### src/rtl/irq_agg_pkg.sv
package irq_agg_pkg;
  localparam int SRC_N    = 8;
  localparam int STAT_W   = 32;
  localparam int LIVE_BIT = STAT_W - 1;
  localparam int PAD_W    = STAT_W - 1 - SRC_N;
  localparam int IDX_CORE = 0;
  localparam int IDX_HP_R = 1;
  localparam int IDX_HP_F = 2;
  localparam int IDX_NONC = 3;
  localparam int IDX_RNG  = 4;
  localparam int IDX_TOUT = 5;
  localparam int IDX_SN_R = 6;
  localparam int IDX_SN_F = 7;
endpackage

### src/rtl/irq_core_edge.sv
module irq_core_edge (
  input  logic clk,
  input  logic rst,
  input  logic lvl,
  output logic rise,
  output logic lvl_q
);
  always_ff @(posedge clk) begin
    if (rst) lvl_q <= 1'b0;
    else     lvl_q <= lvl;
  end

  assign rise = lvl & ~lvl_q;

  AST_RISE_NOT_TWICE: assert property (@(posedge clk) disable iff (rst)
    rise |=> !rise) else $error("rise detected on consecutive cycles");
  AST_LIVE_DELAY: assert property (@(posedge clk) disable iff (rst)
    1'b1 |=> (lvl_q == $past(lvl))) else $error("live level not delayed by one");
endmodule

### src/rtl/irq_sticky_bank.sv
module irq_sticky_bank #(
  parameter int N = irq_agg_pkg::SRC_N
) (
  input  logic         clk,
  input  logic         rst,
  input  logic [N-1:0] hw_set,
  input  logic         set_we,
  input  logic         clr_we,
  input  logic [N-1:0] wdata,
  output logic [N-1:0] stat_q
);
  logic [N-1:0] set_vec;
  logic [N-1:0] clr_vec;

  assign set_vec = hw_set | ({N{set_we}} & wdata);
  assign clr_vec = {N{clr_we}} & wdata;

  for (genvar i = 0; i < N; i++) begin : g_bit
    always_ff @(posedge clk) begin
      if (rst)             stat_q[i] <= 1'b0;
      else if (set_vec[i]) stat_q[i] <= 1'b1;
      else if (clr_vec[i]) stat_q[i] <= 1'b0;
    end
  end

  AST_SET_WINS: assert property (@(posedge clk) disable iff (rst)
    (set_vec != '0) |=> ((stat_q & $past(set_vec)) == $past(set_vec)))
    else $error("set bit not held");
  AST_STICKY: assert property (@(posedge clk) disable iff (rst)
    1'b1 |=> ((~stat_q & $past(stat_q) & ~$past(clr_vec)) == '0))
    else $error("status fell without clear");
  AST_CLR_TAKES: assert property (@(posedge clk) disable iff (rst)
    (clr_vec != '0) |=> ((stat_q & $past(clr_vec) & ~$past(set_vec)) == '0))
    else $error("clear ignored");
endmodule

### src/rtl/irq_line_gen.sv
module irq_line_gen #(
  parameter int N = irq_agg_pkg::SRC_N
) (
  input  logic         clk,
  input  logic         rst,
  input  logic         mask_we,
  input  logic [N-1:0] wdata,
  input  logic [N-1:0] stat,
  output logic [N-1:0] mask_q,
  output logic         irq_q
);
  always_ff @(posedge clk) begin
    if (rst) begin
      mask_q <= '0;
      irq_q  <= 1'b0;
    end else begin
      if (mask_we) mask_q <= wdata;
      irq_q <= |(stat & mask_q);
    end
  end

  AST_IRQ_NEEDS_MASK: assert property (@(posedge clk) disable iff (rst)
    irq_q |-> ($past(mask_q) != '0)) else $error("irq with empty mask");
  AST_MASK_LOAD: assert property (@(posedge clk) disable iff (rst)
    mask_we |=> (mask_q == $past(wdata))) else $error("mask not loaded");
endmodule

### src/rtl/irq_aggregator.sv
module irq_aggregator
  import irq_agg_pkg::*;
#(
  parameter int N = SRC_N
) (
  input  logic              clk,
  input  logic              rst,
  input  logic              core_lvl,
  input  logic [N-1:1]      src_evt,
  input  logic              mask_we,
  input  logic              set_we,
  input  logic              clr_we,
  input  logic [N-1:0]      wdata,
  output logic [N-1:0]      mask_q,
  output logic [STAT_W-1:0] stat_rd,
  output logic              irq_o
);
  localparam int PAD = STAT_W - 1 - N;

  logic         core_rise;
  logic         core_live;
  logic [N-1:0] stat_q;
  logic [N-1:0] hw_set;

  irq_core_edge u_edge (
    .clk  (clk),
    .rst  (rst),
    .lvl  (core_lvl),
    .rise (core_rise),
    .lvl_q(core_live)
  );

  assign hw_set = {src_evt, core_rise};

  irq_sticky_bank #(.N(N)) u_bank (
    .clk   (clk),
    .rst   (rst),
    .hw_set(hw_set),
    .set_we(set_we),
    .clr_we(clr_we),
    .wdata (wdata),
    .stat_q(stat_q)
  );

  irq_line_gen #(.N(N)) u_line (
    .clk    (clk),
    .rst    (rst),
    .mask_we(mask_we),
    .wdata  (wdata),
    .stat   (stat_q),
    .mask_q (mask_q),
    .irq_q  (irq_o)
  );

  assign stat_rd = {core_live, {PAD{1'b0}}, stat_q};

  AST_CORE_RISE_SETS: assert property (@(posedge clk) disable iff (rst)
    (core_lvl && !stat_rd[LIVE_BIT]) |=> stat_rd[IDX_CORE])
    else $error("core edge lost");
endmodule

### config.mk
export PLATFORM = sky130hd
export DESIGN_NAME = irq_aggregator
export DESIGN_NICKNAME = d
export VERILOG_FILES = /design/src/rtl/irq_agg_pkg.sv /design/src/rtl/irq_core_edge.sv /design/src/rtl/irq_sticky_bank.sv /design/src/rtl/irq_line_gen.sv /design/src/rtl/irq_aggregator.sv
export SDC_FILE = /design/constraint.sdc
export NUM_CORES = 1
export LEC_CHECK = 0
export BUFFER_PORTS_ARGS = -buffer_cell sky130_fd_sc_hd__buf_2
export CAP_MARGIN = 20
export CORE_ASPECT_RATIO = 1.25
export CORE_MARGIN = 4
export CORE_UTILIZATION = 45
export CTS_BUF_LIST = sky130_fd_sc_hd__clkbuf_4 sky130_fd_sc_hd__clkbuf_8
export CTS_CLUSTER_SIZE = 12
export DETAILED_ROUTE_END_ITERATION = 10
export GPL_ROUTABILITY_DRIVEN = 0
export PLACE_DENSITY = 0.89
export SLEW_MARGIN = 5
export SYNTH_ARGS = -nofsm -noshare
export SYNTH_HDL_FRONTEND = slang
export SYNTH_SLANG_ARGS = --single-unit
export TNS_END_PERCENT = 30
### constraint.sdc
create_clock -name clk -period 1.05 [get_ports clk]
set_input_delay 0.1575 -clock clk [delete_from_list [all_inputs] [get_ports clk]]
set_output_delay 0.1575 -clock clk [all_outputs]
set_load 0.005 [all_outputs]
==> flow_summary.json, run 1 <==
{
  "cts_tree": "built",
  "nets": 152,
  "wl_per_cell_um": 12.6,
  "grt_pass1_wl_mm": 2.67,
  "place_inst": 145,
  "clock-sinks": 18,
  "post_cts_buffers": 0,
  "routed_wirelength_mm": 1.87,
  "vias": 720,
  "synth-compound-area-share_pct": 21.7,
  "slew_viol_final": 0,
  "path_buf_inv": 1,
  "netlist.area_leader.share_pct": 40.1,
  "maxCapViolCount": 0,
  "fillers": 198,
  "post-route-min-period_ns": 0.942,
  "fmax_mhz": 1060,
  "min_to": "u_edge.lvl_q",
  "rsz0062_at_grt": "no",
  "cts_max_level": 1,
  "areaGrowthSynthToFinish_pct": 11.7,
  "n_antenna_cell": 0,
  "hpwl_mm": 1.52,
  "worstHoldStart": "core_lvl",
  "p_comb_share_pct": 17.7,
  "outcome": "finished clean",
  "cp_data_required_time_ns": 0.89,
  "synthSimpleGateAreaFrac_pct": 5.15,
  "netlist_area_um2": 900,
  "portBuffers": 38,
  "rows": 17,
  "cp_top_family": "flip-flops",
  "synth_top_area_cell": "dfxtp_1",
  "layout_commonest_cell": "buf_2",
  "cp_cell_sequence": "buf_2",
  "setup_tns_ns": 0,
  "critPathKind": "flip-flop to output port",
  "switchingPower_w": 0.000347,
  "synth_top_family_by_area": "buffers and inverters",
  "rr_startpoint": "u_line.mask_q[3]",
  "viasPerCell": 4.86,
  "hold_slack_ns": 0.105,
  "r2r_setup_slack_ns": 0.25,
  "grt_overflow_total": 0,
  "layout-drive-gt1-share_pct": 35.7,
  "die_w_um": 48.0,
  "r2r_cells": 2,
  "yosysWarningCount": 0,
  "ys_ff_latch": 18,
  "start_util_pct": 49.2,
  "drt_iter0_markers": 3,
  "skew_ns": 0.00273,
  "most-common-layout-cells": "38 x buf_2, 23 x conb_1, 18 x dfxtp_1, 14 x a21oi_1",
  "synthCells": 95,
  "die_area_um2": 2780,
  "synth_area_leaders": "dfxtp_1 40%, buf_4 21%, mux2i_1 8.9%",
  "crit_path_end_kind": "output port",
  "cp.arrival_ns": 0.78,
  "cts.reportedPaths.clkPinSlew_ns": 0.09,
  "finalSetupViolCount": 0,
  "drc": 0,
  "crit_slowest_cell": "dfxtp_1",
  "cts_root_buffer": "clkbuf_4",
  "gr-usage-all-layers_pct": 13.0,
  "start_kind": "flip-flop",
  "core_region_area_um2": 1830,
  "leakage_nw": 0.541,
  "final_cells": 148,
  "synthXorXnorAreaFrac_pct": 0,
  "hold_depth": 2,
  "p_per_area_nw_per_um2": 1320,
  "irDropWorstVdd_uv": 771,
  "clk-insertion-delay-late_ns": 0.29,
  "power_w": 0.00133,
  "antenna_found_initial": 0,
  "dr.pass1.iters": 4,
  "grt_pass1_vias": 599,
  "r2r_end": "u_line.irq_q",
  "synthAdderAreaFrac_pct": 0,
  "finalHoldViolations": 0,
  "seq_area_frac_synth_pct": 40.1,
  "swShare_pct": 26.1,
  "crit_path_max_incr_delay_ns": 0.37,
  "p_int_w": 0.000982,
  "synth_cell_types": 16,
  "cp_max_fo": 3,
  "die_h_um": 58.0,
  "ctsHoldBuffers": 0,
  "clkPwrFrac_pct": 24.9,
  "numCtsBuffers": 3,
  "post_cts_resized": 0,
  "io_pins": 62,
  "muxShareOfSynthArea_pct": 8.90,
  "antenna_left": 0,
  "grt_max_degree": 19,
  "clockBufferDepth": 2,
  "avgSynthCellArea_um2": 9.47,
  "p_seq_share_pct": 57.4,
  "holdCritPathClass": "primary input to flip-flop",
  "post-route-period-util_pct": 89.7
}
## per-stage QoR
step                setup WS [ns]  area (um2)  util [%]
floorplan                   0.314         982         -
global placement            0.265         982      53.7
detailed placement          0.245         982      53.7
CTS                        0.0956        1000      54.9
global route               0.0421        1000      54.9
finish                      0.108        1000      54.9
## registers in the layout, summed over array words and instances (netlist names)
signal         cells
u_edge.lvl_q       1
u_bank.stat_q      8
u_line.mask_q      8
u_line.irq_q       1
## how the worst max path moves through the flow
stage                     start          endpoint  slack (ns)  depth (start not counted)
4_1_cts        u_line.mask_q[2]         mask_q[2]         0.1                          1
3_3_place_gp            mask_we  u_line.mask_q[3]        0.27                          3
5_1_grt        u_line.mask_q[1]         mask_q[1]        0.04                          1
3_5_place_dp            mask_we  u_line.mask_q[2]        0.24                          3
2_1_floorplan  u_bank.stat_q[0]  u_bank.stat_q[0]        0.31                          2
6_report       u_line.mask_q[2]         mask_q[2]        0.11                          1
## cells by family (layout without fill, tap and decap cells)
family	after synthesis	count (layout)
AOI/OAI and AO/OA	28	28
buffers and inverters	29	41
DFF	18	18
muxes	8	8
other	1	23
and+or+nand+nor	11	11
## Yosys cell counts
cell type	number
a31oi_1	1
buf_6	1
a22oi_1	4
buf_2	3
a41oi_1	1
nor2b_1	1
a21bo_1	3
conb_1	1
mux2i_1	8
buf_4	25
a21bo_2	5
a21oi_1	14
dfxtp_1	18
nand2_1	1
nor2_1	8
nand2b_1	1
## cell type report
type                       instances  area, um2  share of cell area [%]
tap                               19       23.8                    2.37
timing repair buffer              38        190                    18.9
clock buffer                       3       22.5                    2.24
sequential                        18        360                    35.9
multi-input combinational         70        408                    40.6
## layer usage
| metal | vias to the layer above | global-route usage (%) | wire length (um) |
|---|---|---|---|
| met1 | 329 | 17.5 | 759 |
| met3 | 2 | 2.80 | 222 |
| met4 | 0 | 4.62 | 20 |
| li1 | 344 | - | - |
| met5 | - | 0 | 0 |
| met2 | 45 | 20.0 | 863 |
## power groups by stage
stage	registers [W]	logic, W	clock network [W]
final	0.000763	0.000235	0.000331
after global routing	0.000770	0.000264	0.000378
after global placement	0.000776	0.000229	0
after floorplan	0.000780	0.000195	0
after detailed placement	0.000779	0.000236	0
after CTS	0.000764	0.000237	0.000340
Note: power is estimated with default switching activity, not from simulation.
==> inputs of run 2 (changes only) <==
CORE_UTILIZATION = 38   (was 45)
PLACE_DENSITY = 0.81   (was 0.89)
clock period = 0.8 ns   (was 1.05 ns; I/O delays follow)
==> run 2 against run 1 <==
Net effect: the flow now finishes with violations (negative setup slack); power up 44%; cell area up 13%; clock power up 62%; critical path type is now flip-flop to flip-flop; hold slack worse by 0.017 ns; largest power group unchanged; non-clock buffer count up 1; sequential share of layout area down 2.1 points; global-route usage down 1.0 points; setup slack worse by 0.20 ns.
==> flow_summary.json, run 2 (synthesis results as in run 1) <==
{
  "routed_wirelength_mm": 2.05,
  "place_area_um2": 997,
  "cp_cell_sequence": "buf_4 -> a22oi_1 -> a41oi_1",
  "setup_tns_ns": -1.05,
  "post-route-min-period_ns": 0.896,
  "numCtsBuffers": 3,
  "skew_ns": 0.00275,
  "finalHoldViolations": 0,
  "clockBufferDepth": 2,
  "post-route-cell-area_um2": 1130,
  "core_region_area_um2": 2230,
  "slew_viol_final": 0,
  "irDropWorstVdd_uv": 772,
  "antenna_found_initial": 0,
  "path_buf_inv": 1,
  "cp.arrival_ns": 1.05,
  "r2r_setup_slack_ns": -0.1,
  "cts_root_buffer": "clkbuf_4",
  "leakage_nw": 0.569,
  "violations": "negative setup slack",
  "layout-drive-gt1-share_pct": 53.4,
  "drc": 0,
  "crit_slowest_cell": "dfxtp_2",
  "regArea_um2": 382,
  "die_h_um": 62.4,
  "vias": 724,
  "crit_path_max_incr_delay_ns": 0.34,
  "layout_commonest_cell": "buf_2",
  "rr_startpoint": "u_line.mask_q[6]",
  "cts_max_level": 1,
  "antenna_left": 0,
  "maxCapViolCount": 0,
  "rsz0062_at_grt": "yes",
  "areaGrowthSynthToFinish_pct": 25.7,
  "fmax_mhz": 1120,
  "cp_data_required_time_ns": 0.95,
  "critPathKind": "flip-flop to flip-flop",
  "fillers": 235,
  "place_inst": 157,
  "clock-sinks": 18,
  "outcome": "complete, but fails checks",
  "grt_max_degree": 19,
  "r2r_cells": 3,
  "finalSetupViolCount": 19,
  "grt_pass1_vias": 673,
  "cts_tree": "built",
  "post-route-period-util_pct": 112,
  "portBuffers": 38,
  "start_kind": "flip-flop",
  "drt_iter0_markers": 9,
  "viasPerCell": 4.47,
  "cp_max_fo": 2,
  "p_per_area_nw_per_um2": 1690,
  "start_util_pct": 40.3,
  "crit_path_end_kind": "flip-flop",
  "die_area_um2": 3210,
  "die_w_um": 51.5,
  "wl_per_cell_um": 12.7,
  "rows": 19,
  "most-common-layout-cells": "31 x buf_2, 23 x conb_1, 17 x dfxtp_2, 9 x a21oi_1",
  "dr.pass1.iters": 4,
  "n_antenna_cell": 0,
  "hpwl_mm": 1.51,
  "top_regs": "u_bank.stat_q: 8 flops, u_line.mask_q: 8 flops",
  "clk-insertion-delay-late_ns": 0.28,
  "cp-startpoint": "u_line.mask_q[6]",
  "multiInputGateArea_um2": 433,
  "r2r_end": "u_line.irq_q",
  "cp_top_family": "flip-flops",
  "cts.reportedPaths.clkPinSlew_ns": 0.10,
  "cp_num_cells": 3,
  "crit_end": "u_line.irq_q",
  "holdCritPathClass": "primary input to flip-flop",
  "io_pins": 62,
  "fin_ws_ns": -0.0956,
  "gr-usage-all-layers_pct": 12.0,
  "final_cells": 162,
  "ctsHoldBuffers": 0,
  "grt_overflow_total": 0,
  "grt_pass1_wl_mm": 3.04,
  "nets": 153
}
-- run 2: cell types whose count changed in the layout (fill, tap and decap cells not counted), sizes merged --
cell,before,now
clkbuf,3,4
buf,38,39
-- run 2: power breakdown --
group          switching, W  total [W]  internal [W]  leakage, nW
Clock              0.000259   0.000536      0.000276       0.0210
Combinational      0.000172   0.000363      0.000191        0.394
Sequential        0.0000463    0.00102      0.000972        0.154
Total              0.000478    0.00192       0.00144        0.569
-- run 2: how the worst min path moves through the flow --
stage                                   to  depth (start not counted)       start  slack [ns]
final                     u_bank.stat_q[6]                          3  src_evt[6]        0.09
after global routing          u_edge.lvl_q                          2    core_lvl        0.08
after CTS                 u_bank.stat_q[6]                          3  src_evt[6]        0.08
after detailed placement  u_bank.stat_q[6]                          3  src_evt[6]        0.37
after global placement        u_edge.lvl_q                          2    core_lvl        0.35
after floorplan               u_edge.lvl_q                          1    core_lvl        0.25
-- run 2: tightest hold or removal path: stages --
cell     delay (ns)
buf_2          0.07
a21oi_1        0.04
a21oi_2        0.10
-- run 2: routing by layer --
| layer | track usage [%] | vias up | share of wire [%] |
|---|---|---|---|
| met5 | 0 | - | 0 |
| met4 | 2.95 | 0 | 0.39 |
| li1 | - | 349 | - |
| met2 | 18.8 | 37 | 48 |
| met1 | 14.8 | 336 | 40 |
| met3 | 5.49 | 2 | 12 |
-- run 2: layout make-up --
type / count / area share [%]
Tap cell: 31 / 3.43
Sequential cell: 18 / 33.7
Timing Repair Buffer: 39 / 21.3
Clock buffer: 4 / 3.21
Multi-Input combinational cell: 70 / 38.3
-- run 2: stage by stage --
stage	hold WS, ns	utilization (%)	setup WS [ns]	total power, W
3_5_place_dp	0.365	44.6	0.0254	0.00133
2_1_floorplan	0.248	-	0.0641	0.00128
5_1_grt	0.0772	50.6	-0.121	0.00203
3_3_place_gp	0.350	44.6	0.0149	0.00132
6_report	0.0874	50.6	-0.0956	0.00192
4_1_cts	0.0751	47.8	-0.0769	0.00189
-- run 2: timing repair --
item,4_1_cts,5_1_grt
pin swaps,0,2
gates resized for setup,19,11
cloned,0,0
setup endpoints to repair,18,24
buffers inserted,0,1
